**src/rtl/fr_pkg.sv**
```systemverilog
package fr_pkg;
  localparam int FR_W = 16;

  // default bit assignments
  localparam int BIT_PROT_CPU  = 0;
  localparam int BIT_PROT_OTH  = 1;
  localparam int BIT_PARITY    = 2;
  localparam int BIT_ADDR_MEM  = 5;
  localparam int BIT_SYS0      = 7;
  localparam int BIT_ADDR_IO   = 8;
  localparam int BIT_SYS1_LO   = 13;
  localparam int BIT_SYS1_HI   = 15;

  localparam int NUM_SYS = 2;

  typedef logic [FR_W-1:0] fr_vec_t;

  function automatic fr_vec_t bit_at(input int pos);
    fr_vec_t v;
    v = '0;
    v[pos] = 1'b1;
    return v;
  endfunction
endpackage

```
**src/rtl/fr_edge_sync.sv**
```systemverilog
module fr_edge_sync #(
  parameter int STAGES = 2
) (
  input  logic clk,
  input  logic rst_n,
  input  logic async_i,
  output logic rise_o
);
  localparam int LAST = STAGES - 1;

  // STAGES synchroniser flops, then one flop for edge detection
  logic [STAGES:0] shift_q;

  always_ff @(posedge clk or negedge rst_n) begin
    if (!rst_n) shift_q <= '0;
    else        shift_q <= {shift_q[STAGES-1:0], async_i};
  end

  assign rise_o = shift_q[LAST] & ~shift_q[STAGES];

  // a detected edge is a single-cycle pulse
  p_single_pulse_r7: assert property (@(posedge clk) disable iff (!rst_n)
    rise_o |=> !rise_o);
endmodule

```
**src/rtl/fr_bus_sampler.sv**
```systemverilog
module fr_bus_sampler
  import fr_pkg::*;
#(
  parameter int POS_PROT_CPU = BIT_PROT_CPU,
  parameter int POS_PROT_OTH = BIT_PROT_OTH,
  parameter int POS_PARITY   = BIT_PARITY,
  parameter int POS_ADDR_MEM = BIT_ADDR_MEM,
  parameter int POS_ADDR_IO  = BIT_ADDR_IO
) (
  input  logic    clk,
  input  logic    rst_n,
  input  logic    bus_busy,
  input  logic    cyc_cpu,
  input  logic    cyc_io,
  input  logic    prot_err_n,
  input  logic    par_err_n,
  input  logic    addr_err_n,
  output fr_vec_t set_o
);
  localparam fr_vec_t M_PROT_CPU = bit_at(POS_PROT_CPU);
  localparam fr_vec_t M_PROT_OTH = bit_at(POS_PROT_OTH);
  localparam fr_vec_t M_PARITY   = bit_at(POS_PARITY);
  localparam fr_vec_t M_ADDR_MEM = bit_at(POS_ADDR_MEM);
  localparam fr_vec_t M_ADDR_IO  = bit_at(POS_ADDR_IO);

  logic busy_q, cpu_q, io_q;
  logic prot_q, par_q, addr_q;   // active-high copies of the errors
  logic cycle_end;

  // register every input each clock so the values seen in the last busy cycle are kept
  always_ff @(posedge clk or negedge rst_n) begin
    if (!rst_n) begin
      busy_q <= 1'b0;
      cpu_q  <= 1'b0;
      io_q   <= 1'b0;
      prot_q <= 1'b0;
      par_q  <= 1'b0;
      addr_q <= 1'b0;
    end else begin
      busy_q <= bus_busy;
      cpu_q  <= cyc_cpu;
      io_q   <= cyc_io;
      prot_q <= ~prot_err_n;
      par_q  <= ~par_err_n;
      addr_q <= ~addr_err_n;
    end
  end

  assign cycle_end = busy_q & ~bus_busy;

  always_comb begin
    set_o = '0;
    if (cycle_end) begin
      if (prot_q) set_o = set_o | (cpu_q ? M_PROT_CPU : M_PROT_OTH);
      if (par_q)  set_o = set_o | M_PARITY;
      if (addr_q) set_o = set_o | (io_q ? M_ADDR_IO : M_ADDR_MEM);
    end
  end

  // bus errors are taken only when a cycle ends
  p_only_at_end_r6: assert property (@(posedge clk) disable iff (!rst_n)
    !(busy_q && !bus_busy) |-> (set_o == '0));
  // a protection error reaches one target bit, never both
  p_prot_exclusive_r3: assert property (@(posedge clk) disable iff (!rst_n)
    !(set_o[POS_PROT_CPU] && set_o[POS_PROT_OTH]));
  // an address error reaches one target bit, never both
  p_addr_exclusive_r5: assert property (@(posedge clk) disable iff (!rst_n)
    !(set_o[POS_ADDR_MEM] && set_o[POS_ADDR_IO]));
endmodule

```
**src/rtl/fr_store.sv**
```systemverilog
module fr_store
  import fr_pkg::*;
#(
  parameter fr_vec_t VALID_MASK = '1
) (
  input  logic    clk,
  input  logic    rst_n,
  input  fr_vec_t set_i,
  input  logic    clr_i,
  output fr_vec_t q_o
);
  fr_vec_t q_r;

  // a new set is ORed in after the clear, so it wins the same cycle
  always_ff @(posedge clk or negedge rst_n) begin
    if (!rst_n) q_r <= '0;
    else        q_r <= ((clr_i ? '0 : q_r) | set_i) & VALID_MASK;
  end

  assign q_o = q_r;

  // a bit stays set while no clear arrives
  p_sticky_r10: assert property (@(posedge clk) disable iff (!rst_n)
    !clr_i |=> ((q_r & $past(q_r)) == $past(q_r)));
  // a clear with no new set empties the register
  p_clear_r10: assert property (@(posedge clk) disable iff (!rst_n)
    (clr_i && (set_i == '0)) |=> (q_r == '0));
  // a set bit is present after the edge, clear or not
  p_set_wins_r11: assert property (@(posedge clk) disable iff (!rst_n)
    (set_i != '0) |=> ((q_r & $past(set_i & VALID_MASK)) == $past(set_i & VALID_MASK)));
  // bits without a source never become 1
  p_unassigned_r12: assert property (@(posedge clk) disable iff (!rst_n)
    (q_r & ~VALID_MASK) == '0);
endmodule

```
**src/rtl/fault_reg_capture.sv**
```systemverilog
module fault_reg_capture
  import fr_pkg::*;
#(
  parameter int SYNC_STAGES  = 2,
  parameter int POS_PROT_CPU = BIT_PROT_CPU,
  parameter int POS_PROT_OTH = BIT_PROT_OTH,
  parameter int POS_PARITY   = BIT_PARITY,
  parameter int POS_ADDR_MEM = BIT_ADDR_MEM,
  parameter int POS_ADDR_IO  = BIT_ADDR_IO,
  parameter int POS_SYS0     = BIT_SYS0,
  parameter int POS_SYS1_LO  = BIT_SYS1_LO,
  parameter int POS_SYS1_HI  = BIT_SYS1_HI
) (
  input  logic              clk,
  input  logic              rst_n,
  input  logic              bus_busy,
  input  logic              cyc_cpu,
  input  logic              cyc_io,
  input  logic              prot_err_n,
  input  logic              par_err_n,
  input  logic              addr_err_n,
  input  logic [NUM_SYS-1:0] sys_fault,
  input  logic              rd_en,
  input  logic              clr_en,
  output logic [FR_W-1:0]   rd_data
);
  localparam fr_vec_t SYS_MASK [NUM_SYS] = '{
    bit_at(POS_SYS0),
    bit_at(POS_SYS1_LO) | bit_at(POS_SYS1_HI)
  };
  localparam fr_vec_t BUS_MASK = bit_at(POS_PROT_CPU) | bit_at(POS_PROT_OTH) |
                                 bit_at(POS_PARITY) | bit_at(POS_ADDR_MEM) |
                                 bit_at(POS_ADDR_IO);
  localparam fr_vec_t VALID_MASK = BUS_MASK | SYS_MASK[0] | SYS_MASK[1];

  fr_vec_t bus_set;
  fr_vec_t sys_set [NUM_SYS];
  fr_vec_t all_set;
  fr_vec_t reg_q;

  fr_bus_sampler #(
    .POS_PROT_CPU(POS_PROT_CPU),
    .POS_PROT_OTH(POS_PROT_OTH),
    .POS_PARITY  (POS_PARITY),
    .POS_ADDR_MEM(POS_ADDR_MEM),
    .POS_ADDR_IO (POS_ADDR_IO)
  ) u_bus (
    .clk       (clk),
    .rst_n     (rst_n),
    .bus_busy  (bus_busy),
    .cyc_cpu   (cyc_cpu),
    .cyc_io    (cyc_io),
    .prot_err_n(prot_err_n),
    .par_err_n (par_err_n),
    .addr_err_n(addr_err_n),
    .set_o     (bus_set)
  );

  for (genvar g = 0; g < NUM_SYS; g++) begin : g_sys
    logic rise;
    fr_edge_sync #(.STAGES(SYNC_STAGES)) u_sync (
      .clk    (clk),
      .rst_n  (rst_n),
      .async_i(sys_fault[g]),
      .rise_o (rise)
    );
    assign sys_set[g] = rise ? SYS_MASK[g] : '0;
  end

  always_comb begin
    all_set = bus_set;
    for (int i = 0; i < NUM_SYS; i++) all_set = all_set | sys_set[i];
  end

  fr_store #(.VALID_MASK(VALID_MASK)) u_store (
    .clk  (clk),
    .rst_n(rst_n),
    .set_i(all_set),
    .clr_i(clr_en),
    .q_o  (reg_q)
  );

  assign rd_data = rd_en ? reg_q : '0;

  // an idle read port drives zero
  p_read_idle_r13: assert property (@(posedge clk) disable iff (!rst_n)
    !rd_en |-> (rd_data == '0));
  // the two bits of system fault 1 always move together
  p_sys1_pair_r8: assert property (@(posedge clk) disable iff (!rst_n)
    (reg_q[POS_SYS1_LO] == reg_q[POS_SYS1_HI]));
endmodule

```
**config.mk**
```make
export PLATFORM = sky130hd
export DESIGN_NAME = fault_reg_capture
export DESIGN_NICKNAME = d
export VERILOG_FILES = /design/src/rtl/fr_pkg.sv /design/src/rtl/fr_edge_sync.sv /design/src/rtl/fr_bus_sampler.sv /design/src/rtl/fr_store.sv /design/src/rtl/fault_reg_capture.sv
export SDC_FILE = /design/constraint.sdc
export NUM_CORES = 1
export LEC_CHECK = 0
export BUFFER_PORTS_ARGS = -buffer_cell sky130_fd_sc_hd__buf_4
export CORE_ASPECT_RATIO = 0.75
export CORE_MARGIN = 2
export CORE_UTILIZATION = 40
export CTS_BUF_LIST = sky130_fd_sc_hd__clkbuf_16
export CTS_CLUSTER_DIAMETER = 50
export DETAILED_ROUTE_END_ITERATION = 16
export PLACE_DENSITY = 0.72
export SLEW_MARGIN = 25
export SYNTH_ARGS = -nofsm -noshare
export SYNTH_HDL_FRONTEND = slang
export SYNTH_SLANG_ARGS = --single-unit
export TNS_END_PERCENT = 20
```
**constraint.sdc**
```tcl
create_clock -name clk -period 0.8 [get_ports clk]
set_input_delay 0.08 -clock clk [delete_from_list [all_inputs] [get_ports clk]]
set_output_delay 0.08 -clock clk [all_outputs]
set_load 0.01 [all_outputs]
```
* Word level (Yosys, flattened, before mapping) *
Cells that the tools add are included.

word-level totals
  register bits after elaboration = 20
  input port bits = 12
  output and inout bits = 16
  word-level logic and storage cells = 33

operators by class
  mux-type cells = 11
  bitwise operators = 13

operators with widths
  kind           number
  $mux 16        6
  $or 16x16->16  3
  $or 16x8->16   1
  $mux 9         1
  $mux 8         1
  $not 1->1      6
  $mux 2         2
  $and 1x1->1    3
  $mux 3         1

* Logic depth before layout (Yosys ltp) *
Gate-level depths: netlist of run 1.

  word-level depth = 10
  gate-level depth with buffers = 2
  gate-level depth less buffers = 2

* Modules after synthesis *
Synthesis of run 1 repeated with hierarchy kept, for this count alone.

unflattened totals
  cell total of the unflattened synthesis = 80
  area, all modules = 955.9 µm²

by module, submodules not included
  module             times used  cells an instance  area an instance (µm²)  sequential area each (µm²)
  fr_store           1           26                 327.8                   200.2
  fr_bus_sampler     1           26                 305.3                   150.1
  fr_edge_sync       2           4                  88.8                    75.1
  fault_reg_capture  1           20                 145.1                   0.0

* Least setup slack after synthesis of run 1 *
No wires, ideal clock.

  kind = reg-to-reg
  from = register u_bus.busy_q
  to = register u_store.q_r[5] (netlist: u_store.q_o[5])
  setup time = 0.096 ns
  data arrival time = 0.599 ns
  required time = 0.704 ns
  path slack = 0.106 ns
  cell stages (with the launch flop) = 3
  path buffers = 0
  period minus slack after synthesis = 0.694 ns
  path through = dfrtp_1 nand2b_4 o32ai_2

between the ends
  longest elaborated chain between the ends = 5

ends and longest elaborated chain
  element                   RTL line                 RTL
  start: declaration        fr_bus_sampler.sv:26     logic busy_q, cpu_q, io_q;
  start signal: assignment  fr_bus_sampler.sv:40     busy_q <= bus_busy;
  $and 1x1->1               fr_bus_sampler.sv:49     assign cycle_end = busy_q & ~bus_busy;
  $mux 16                   fr_bus_sampler.sv:53     if (cycle_end) begin
  $or 16x8->16              fault_reg_capture.sv:72  for (int i = 0; i < NUM_SYS; i++) all_set = all_set | sys_set[i];
  $or 16x16->16             fault_reg_capture.sv:72
  $or 16x16->16             fr_store.sv:17           else q_r <= ((clr_i ? '0 : q_r) | set_i) & VALID_MASK;
  end signal: assignment    fr_store.sv:17
  end: declaration          fr_store.sv:12           fr_vec_t q_r;

No other way between the ends.

* Worst setup path after layout of run 1 *
  from = register u_store.q_r[0] (netlist: u_store.q_o[0])
  to = output port rd_data[0]

between the ends
  longest elaborated chain between the ends = 1

ends and longest elaborated chain
  element           RTL line                 RTL
  $mux 16           fault_reg_capture.sv:83  assign rd_data = rd_en ? reg_q : '0;
  end: declaration  fault_reg_capture.sv:25  output logic [FR_W-1:0] rd_data

No other way between the ends.

==> results.json, run 1 <==
{
  "syn-instance-count": 64,
  "place_congestion": 0.651,
  "syn-cell-area_um2": 759,
  "post-route-min-period_ns": 0.969,
  "p_leak_uw": 0.000583,
  "final_cell_mix": "20 x dfrtp_1, 15 x inv_1, 14 x buf_4, 9 x dlygate4sd3_1",
  "nNetsFinal": 111,
  "setup-tns-final_ns": -1.20,
  "finalSetupViolCount": 8,
  "antenna_found_initial": 0,
  "rsz0062_at_grt": "true",
  "clockBufferDepth": 2,
  "drt_iter0_markers": 5,
  "critPathKind": "flop to output pin",
  "first_global_vias": 509,
  "syn_area_per_cell_um2": 11.9,
  "hp-class": "input port to flop",
  "layout_commonest_cell": "dfrtp_1",
  "cts_tree": "built",
  "die-area_mm2": 0.00227,
  "grt_max_degree": 21,
  "grt_overflow": 0,
  "ys_seq_area_frac": 0.659,
  "critPathMaxFanout": 2,
  "start_util": 0.432,
  "clk_pin_slew_ns": 0.05,
  "violations": "setup timing",
  "worstSetupEndpointType": "output pin",
  "dp_cells": 104,
  "finalWirelength_um": 1200,
  "io_pins": 28,
  "ys_ff_latch": 20,
  "htreeDepth": 1,
  "rows": 13,
  "status": "finished with violations",
  "p_per_area_mw_per_mm2": 2090,
  "required_ns": 0.72,
  "fillers": 123,
  "track_usage": 0.128,
  "cp.arrival_ns": 0.89,
  "die_w_um": 54.3,
  "fin_area_mm2": 0.00114,
  "antenna-diode-count": 0,
  "final_cells": 120,
  "via_per_inst": 4.15,
  "clock_latency_ns": 0.25,
  "port_buffers": 19,
  "max_freq_mhz": 1030,
  "dp_slack_ns": 0.0630,
  "dr.pass1.iters": 3,
  "final.setup.worst_slack_ns": -0.169,
  "placed_area_um2": 896,
  "core_region_area_mm2": 0.00176,
  "root_buffer": "clkbuf_16",
  "hold_viol": 0,
  "ant_nets": 0,
  "ys_warn_count": 0,
  "cp-start-kind": "flop",
  "wl_per_cell_um": 10.0,
  "syn_to_final_growth_pct": 49.8,
  "peakVddDrop_uv": 1780,
  "fin_hold_ws_ns": 0.0752,
  "synthDistinctLibCells": 12,
  "drive_above_1_share": 0.357,
  "place_hpwl_um": 808,
  "vias": 498,
  "numCtsBuffers": 3,
  "final.setup_skew_ns": 0.00157,
  "clock-sinks": 20,
  "min_period_over_period": 1.21,
  "grt_pass1_wl_um": 2020,
  "maxCapViolCount": 0,
  "die_h_um": 41.7,
  "finalMaxSlewViolations": 0,
  "drc": 0
}
-- synth_stat cells --
master / n / area share
o22ai_1: 5 / 0.041
o21ai_0: 2 / 0.013
conb_1: 1 / 0.0049
buf_4: 8 / 0.079
and2_1: 8 / 0.066
nand3b_1: 1 / 0.0099
nand2b_4: 1 / 0.018
inv_1: 15 / 0.074
nand2_1: 1 / 0.0049
o32ai_2: 1 / 0.021
nand2b_1: 1 / 0.0082
dfrtp_1: 20 / 0.66
-- worst max-delay path, stage by stage (launching register included) --
cell	delay (ns)
dfrtp_1	0.39
and2_4	0.14
buf_6	0.11
-- cell type report --
type	count	area (µm²)	share of cell area
well taps	22	27.5	0.0242
clock inverters	1	3.75	0.00330
inverters	15	56.3	0.0495
repair buffers	31	285	0.251
clock buffers	3	75.1	0.0660
multi-input cells	28	189	0.166
flip-flops and latches	20	500	0.440
-- state kept, by name, indices dropped and copies added (netlist names) --
signal                count
u_store.q_o               8
g_sys.u_sync.shift_q      6
u_bus.addr_q              1
u_bus.busy_q              1
u_bus.cpu_q               1
u_bus.io_q                1
u_bus.par_q               1
u_bus.prot_q              1
-- logic make-up (layout without fill, tap and decap cells) --
logic type             after synthesis  in the layout  synth area share
AND/OR/NAND/NOR                     12             12             0.107
flip-flops                          20             20             0.659
other                                1              8           0.00494
AO/OA/AOI/OAI                        8              8            0.0758
buffers and inverters               23             50             0.153
-- path summary, 6_finish.rpt --
path,start,endpoint,slack (ns),cells after the start
min in group asynchronous,rst_n,u_bus.busy_q,0.24,2
setup / recovery,u_store.q_o[0],rd_data[0],-0.17,2
max in group asynchronous,rst_n,u_store.q_o[5],0.36,2
hold / removal,clr_en,u_store.q_o[5],0.08,2
setup reg to reg,u_store.q_o[5],u_store.q_o[5],0.05,3
hold reg to reg,g_sys[0].u_sync.shift_q[0],g_sys[0].u_sync.shift_q[1],0.35,0
-- metrics by stage --
step                      power (µW)   util
after floorplan                 1220      -
after global placement          1300  0.510
after detailed placement        1310  0.510
after CTS                       2400  0.645
after global routing            2480  0.647
final                           2370  0.647
-- layer usage --
metal  track usage  up-vias  share of wire  wire length (µm)
met5             0        -              0                 0
met4        0.0500        0              0                 0
met3        0.0647        0          0.055                66
met2         0.207       13           0.55               660
met1         0.138      237           0.40               477
li1              -      248              -                 -
-- what timing repair did --
item / 4_1_cts / 5_1_grt
hold buffers: 9 / 0
pin swaps: 8 / 0
buffers inserted: 3 / 0
hold endpoints to repair: 28 / 0
gates cloned: 0 / 0
resized for setup: 14 / 2
setup endpoints to repair: 8 / 8
-- power breakdown --
group          switching [µW]  internal (µW)  leakage (µW)  total [µW]
clock                     335            664     0.0000385        1000
sequential               28.2           1070      0.000243        1100
combinational             111            161      0.000301         272
Power figures use the tool's default switching activity.
==> run 2, diff against run 1 <==
PLACE_DENSITY = not set   (was 0.72)
PLACE_DENSITY_LB_ADDON = 0.3   (was not set)
==> results.json, run 2 (synthesis gave the netlist of run 1 again) <==
{
  "status": "finished with violations",
  "violations": "setup timing",
  "totalPowerFinal_uw": 2700,
  "drc": 0,
  "hp-class": "input port to flop",
  "final_cell_mix": "20 x dfrtp_1, 15 x buf_4, 14 x inv_1, 9 x dlygate4sd3_1",
  "worstSetupEndpointType": "output pin",
  "r2r_setup_slack_ns": 0.05,
  "final.setup.worst_slack_ns": -0.152,
  "die_h_um": 41.7,
  "grt_max_degree": 21,
  "clock_latency_ns": 0.25,
  "post-route-min-period_ns": 0.952,
  "numCtsBuffers": 3,
  "dr.pass1.iters": 4,
  "place_hpwl_um": 807,
  "setup-tns-final_ns": -1.17,
  "r2r_cells": 3,
  "htreeDepth": 1,
  "drt_iter0_markers": 5,
  "finalWirelength_um": 1180,
  "start_util": 0.432,
  "min_period_over_period": 1.19,
  "largest_register_ff_count": 8,
  "dp_slack_ns": 0.0546,
  "final_util": 0.670,
  "syn_to_final_growth_pct": 55.0,
  "clk_pin_slew_ns": 0.05,
  "crit_start": "u_store.q_o[2]",
  "clock-sinks": 20,
  "core_region_area_mm2": 0.00176,
  "peakVddDrop_uv": 2010,
  "max_freq_mhz": 1050,
  "antenna_found_initial": 0,
  "critPathMaxFanout": 2,
  "reg2reg_from": "u_store.q_o[5]",
  "die-area_mm2": 0.00227,
  "critPathKind": "flop to output pin",
  "finalMaxSlewViolations": 0,
  "via_per_inst": 4.21,
  "antenna-diode-count": 0,
  "hold_viol": 0,
  "cp.arrival_ns": 0.87,
  "root_buffer": "clkbuf_16",
  "required_ns": 0.72,
  "hold_depth": 2,
  "grt_pass1_wl_um": 2100,
  "hp-start": "clr_en",
  "die_w_um": 54.3,
  "nNetsFinal": 112,
  "rows": 13,
  "final.setup_skew_ns": 0.00375,
  "drive_above_1_share": 0.364,
  "io_pins": 28,
  "p_per_area_mw_per_mm2": 2290,
  "rsz0062_at_grt": "true",
  "cp-start-kind": "flop",
  "wl_per_cell_um": 9.77,
  "maxCapViolCount": 0,
  "layout_commonest_cell": "dfrtp_1",
  "place_congestion": 0.648,
  "cts_tree": "built",
  "port_buffers": 19,
  "grt_overflow": 0,
  "finalSetupViolCount": 8,
  "p_leak_uw": 0.000598,
  "clockBufferDepth": 2,
  "vias": 509,
  "ant_nets": 0,
  "first_global_vias": 467,
  "track_usage": 0.130
}
==> run 2: changes by cell type in the layout (fill, tap and decap cells not counted), sizes merged <==
cell    before  now
buf         22   23
clkinv       1    0
bufinv       0    1
==> run 2: report_power, final <==
part           switching, µW  leakage [µW]  internal [µW]
Sequential              27.6      0.000243           1070
Combinational            118      0.000304            165
Clock                    328     0.0000511            990
==> run 2: worst paths after layout <==
check | end
max | rd_data[2]
min | u_store.q_o[13]
max reg2reg | u_store.q_o[5]
min reg2reg | g_sys[0].u_sync.shift_q[1]
max in group asynchronous | g_sys[0].u_sync.shift_q[2]
min in group asynchronous | u_store.q_o[2]
==> run 2: layout make-up <==
class | count | area [µm²]
timing repair buffer | 32 | 293
tap | 22 | 27.5
fill | 144 | 579
clock buffer | 3 | 75.1
sequential | 20 | 500
clock inverter | 1 | 30.0
inverter | 15 | 56.3
multi-input combinational | 28 | 195
==> run 2: critical path, stage by stage (launching register included) <==
cell and delay, ns:
dfrtp_1 0.38, and2_4 0.14, buf_6 0.11
==> run 2: metal layers <==
layer | routed length (µm) | vias to the layer above | track usage
li1 | - | 248 | -
met1 | 470 | 243 | 0.160
met2 | 631 | 18 | 0.217
met3 | 79 | 0 | 0.0647
met4 | 0 | 0 | 0
met5 | 0 | - | 0
==> run 2: through the flow <==
step           cells  cell area [µm²]  hold slack [ns]
2_1_floorplan     71              786           -0.216
3_3_place_gp     104              896          -0.0343
3_5_place_dp     104              896          -0.0332
4_1_cts          120             1160           0.0822
5_1_grt          121             1180            0.115
6_report         121             1180           0.0875
==> run 2: timing repair <==
action / in CTS / in global routing
endpoints found under the setup margin: 8 / 10
buffers inserted: 3 / 1
hold buffers: 9 / 0
pin swaps: 8 / 0
resized for setup: 14 / 3
endpoints found under the hold margin: 28 / 0
gates cloned: 0 / 0
==> run 3, diff against run 2 <==
PLACE_DENSITY = 0.73   (was not set)
PLACE_DENSITY_LB_ADDON = not set   (was 0.3)
==> results.json, run 3 (synthesis gave the netlist of run 1 again) <==
{
  "critPathMaxFanout": 2,
  "hp-class": "input port to flop",
  "io_pins": 28,
  "nNetsFinal": 110,
  "antenna-diode-count": 0,
  "port_buffers": 19,
  "r2r_end": "u_store.q_o[5]",
  "clk_pin_slew_ns": 0.05,
  "clock-sinks": 20,
  "cp-start-kind": "flop",
  "clock_latency_ns": 0.25,
  "core_region_area_mm2": 0.00176,
  "place_congestion": 0.634,
  "sequentialPowerShare": 0.467,
  "vias": 517,
  "drt_iter0_markers": 2,
  "finalSetupViolCount": 8,
  "grt_pass1_wl_um": 2130,
  "maxCapViolCount": 0,
  "finalMaxSlewViolations": 0,
  "numCtsBuffers": 3,
  "first_global_vias": 513,
  "hold_viol": 0,
  "antenna_found_initial": 0,
  "peakVddDrop_uv": 2680,
  "reg2reg_from": "u_bus.busy_q",
  "rows": 13,
  "comb_power_share": 0.112,
  "cp.arrival_ns": 0.89,
  "fin_hold_ws_ns": 0.0862,
  "die-area_mm2": 0.00227,
  "grt_max_degree": 21,
  "wl_per_cell_um": 10.7,
  "switching_power_uw": 467,
  "syn_to_final_growth_pct": 47.1,
  "status": "finished with violations",
  "largest_register_ff_count": 8,
  "multi_input_area_um2": 176,
  "die_h_um": 41.7,
  "final_util": 0.636,
  "internal-power_uw": 1890,
  "p_sw_frac": 0.199,
  "rsz0062_at_grt": "true",
  "seq_area_um2": 500,
  "p_per_area_mw_per_mm2": 2110,
  "drive_above_1_share": 0.299,
  "clockBufferDepth": 2,
  "hp-start": "clr_en",
  "cts_tree": "built",
  "critPathCapture": "rd_data[2]",
  "fillers": 150,
  "drc": 0,
  "start_util": 0.432,
  "r2r_setup_slack_ns": 0.04,
  "final_cell_mix": "20 x dfrtp_1, 15 x inv_1, 13 x buf_4, 9 x dlygate4sd3_1",
  "max_freq_mhz": 1030,
  "root_buffer": "clkbuf_16",
  "p_leak_uw": 0.000570,
  "crit_start": "u_store.q_o[2]",
  "required_ns": 0.72,
  "via_per_inst": 4.34,
  "power_frac_clock": 0.421,
  "final.setup_skew_ns": 0.00261,
  "final_cells": 119,
  "finalWirelength_um": 1280,
  "critPathKind": "flop to output pin",
  "post-route-min-period_ns": 0.969,
  "place_hpwl_um": 855,
  "r2r_cells": 2,
  "htreeDepth": 1,
  "die_w_um": 54.3,
  "track_usage": 0.135,
  "layout_commonest_cell": "dfrtp_1",
  "violations": "setup timing",
  "ant_nets": 0,
  "min_period_over_period": 1.21,
  "dp_cells": 104,
  "grt_overflow": 0,
  "final.setup.worst_slack_ns": -0.169,
  "worstSetupEndpointType": "output pin",
  "dr.pass1.iters": 4
}
## run 3: changes by cell type in the layout (fill, tap and decap cells not counted), sizes merged
cell / before / now
buf: 23 / 21
bufinv: 1 / 0
clkinv: 0 / 1
## run 3: worst min path at each step
| stage | endpoint | slack, ns | cells past startpoint |
|---|---|---|---|
| 6_report | u_store.q_o[5] | 0.09 | 2 |
| 5_1_grt | u_store.q_o[5] | 0.09 | 2 |
| 4_1_cts | u_store.q_o[5] | 0.09 | 2 |
| 3_5_place_dp | u_bus.cpu_q | -0.03 | 1 |
| 3_3_place_gp | u_bus.cpu_q | -0.04 | 1 |
| 2_1_floorplan | g_sys[0].u_sync.shift_q[0] | -0.22 | 0 |
## run 3: metal layers
metal | vias to the layer above | GRT usage | wire [µm]
li1 | 246 | - | -
met1 | 254 | 0.134 | 465
met2 | 17 | 0.253 | 750
met3 | 0 | 0.0540 | 59
met4 | 0 | 0.0300 | 0
met5 | - | 0 | 0
## run 3: what timing repair did
| action | CTS | global route |
|---|---|---|
| endpoints found under the hold margin | 28 | 0 |
| buffers inserted | 2 | 0 |
| endpoints found under the setup margin | 8 | 8 |
| gates resized for setup | 11 | 0 |
| pin swaps | 8 | 0 |
| hold buffers | 9 | 0 |
## run 3: final cells by class
class / instances / share of cell area
Inverter: 15 / 0.0504
Multi-Input combinational cell: 28 / 0.158
Sequential cell: 20 / 0.448
Timing Repair Buffer: 30 / 0.249
Clock buffer: 3 / 0.0672
Clock inverter: 1 / 0.00336
Tap cell: 22 / 0.0246
## run 3: worst max-delay path, stage by stage (launching register included)
cell	delay, ns
dfrtp_1	0.38
and2_4	0.14
buf_6	0.11
## run 3: power by group through the flow
stage / sequential (µW) / clock [µW] / combinational [µW]
5_1_grt: 1100 / 1070 / 291
3_3_place_gp: 1110 / 0 / 190
4_1_cts: 1100 / 1020 / 265
3_5_place_dp: 1120 / 0 / 196
6_report: 1100 / 992 / 263
2_1_floorplan: 1110 / 0 / 115
## run 3: metrics by stage
step           setup slack (ns)  instance area, µm²  power, µW  setup TNS (ns)
2_1_floorplan             0.106                 786       1220               0
3_3_place_gp             0.0778                 896       1300               0
3_5_place_dp             0.0544                 896       1310               0
4_1_cts                  -0.160                1120       2380           -1.24
5_1_grt                  -0.197                1120       2470           -1.44
6_report                 -0.169                1120       2350           -1.21
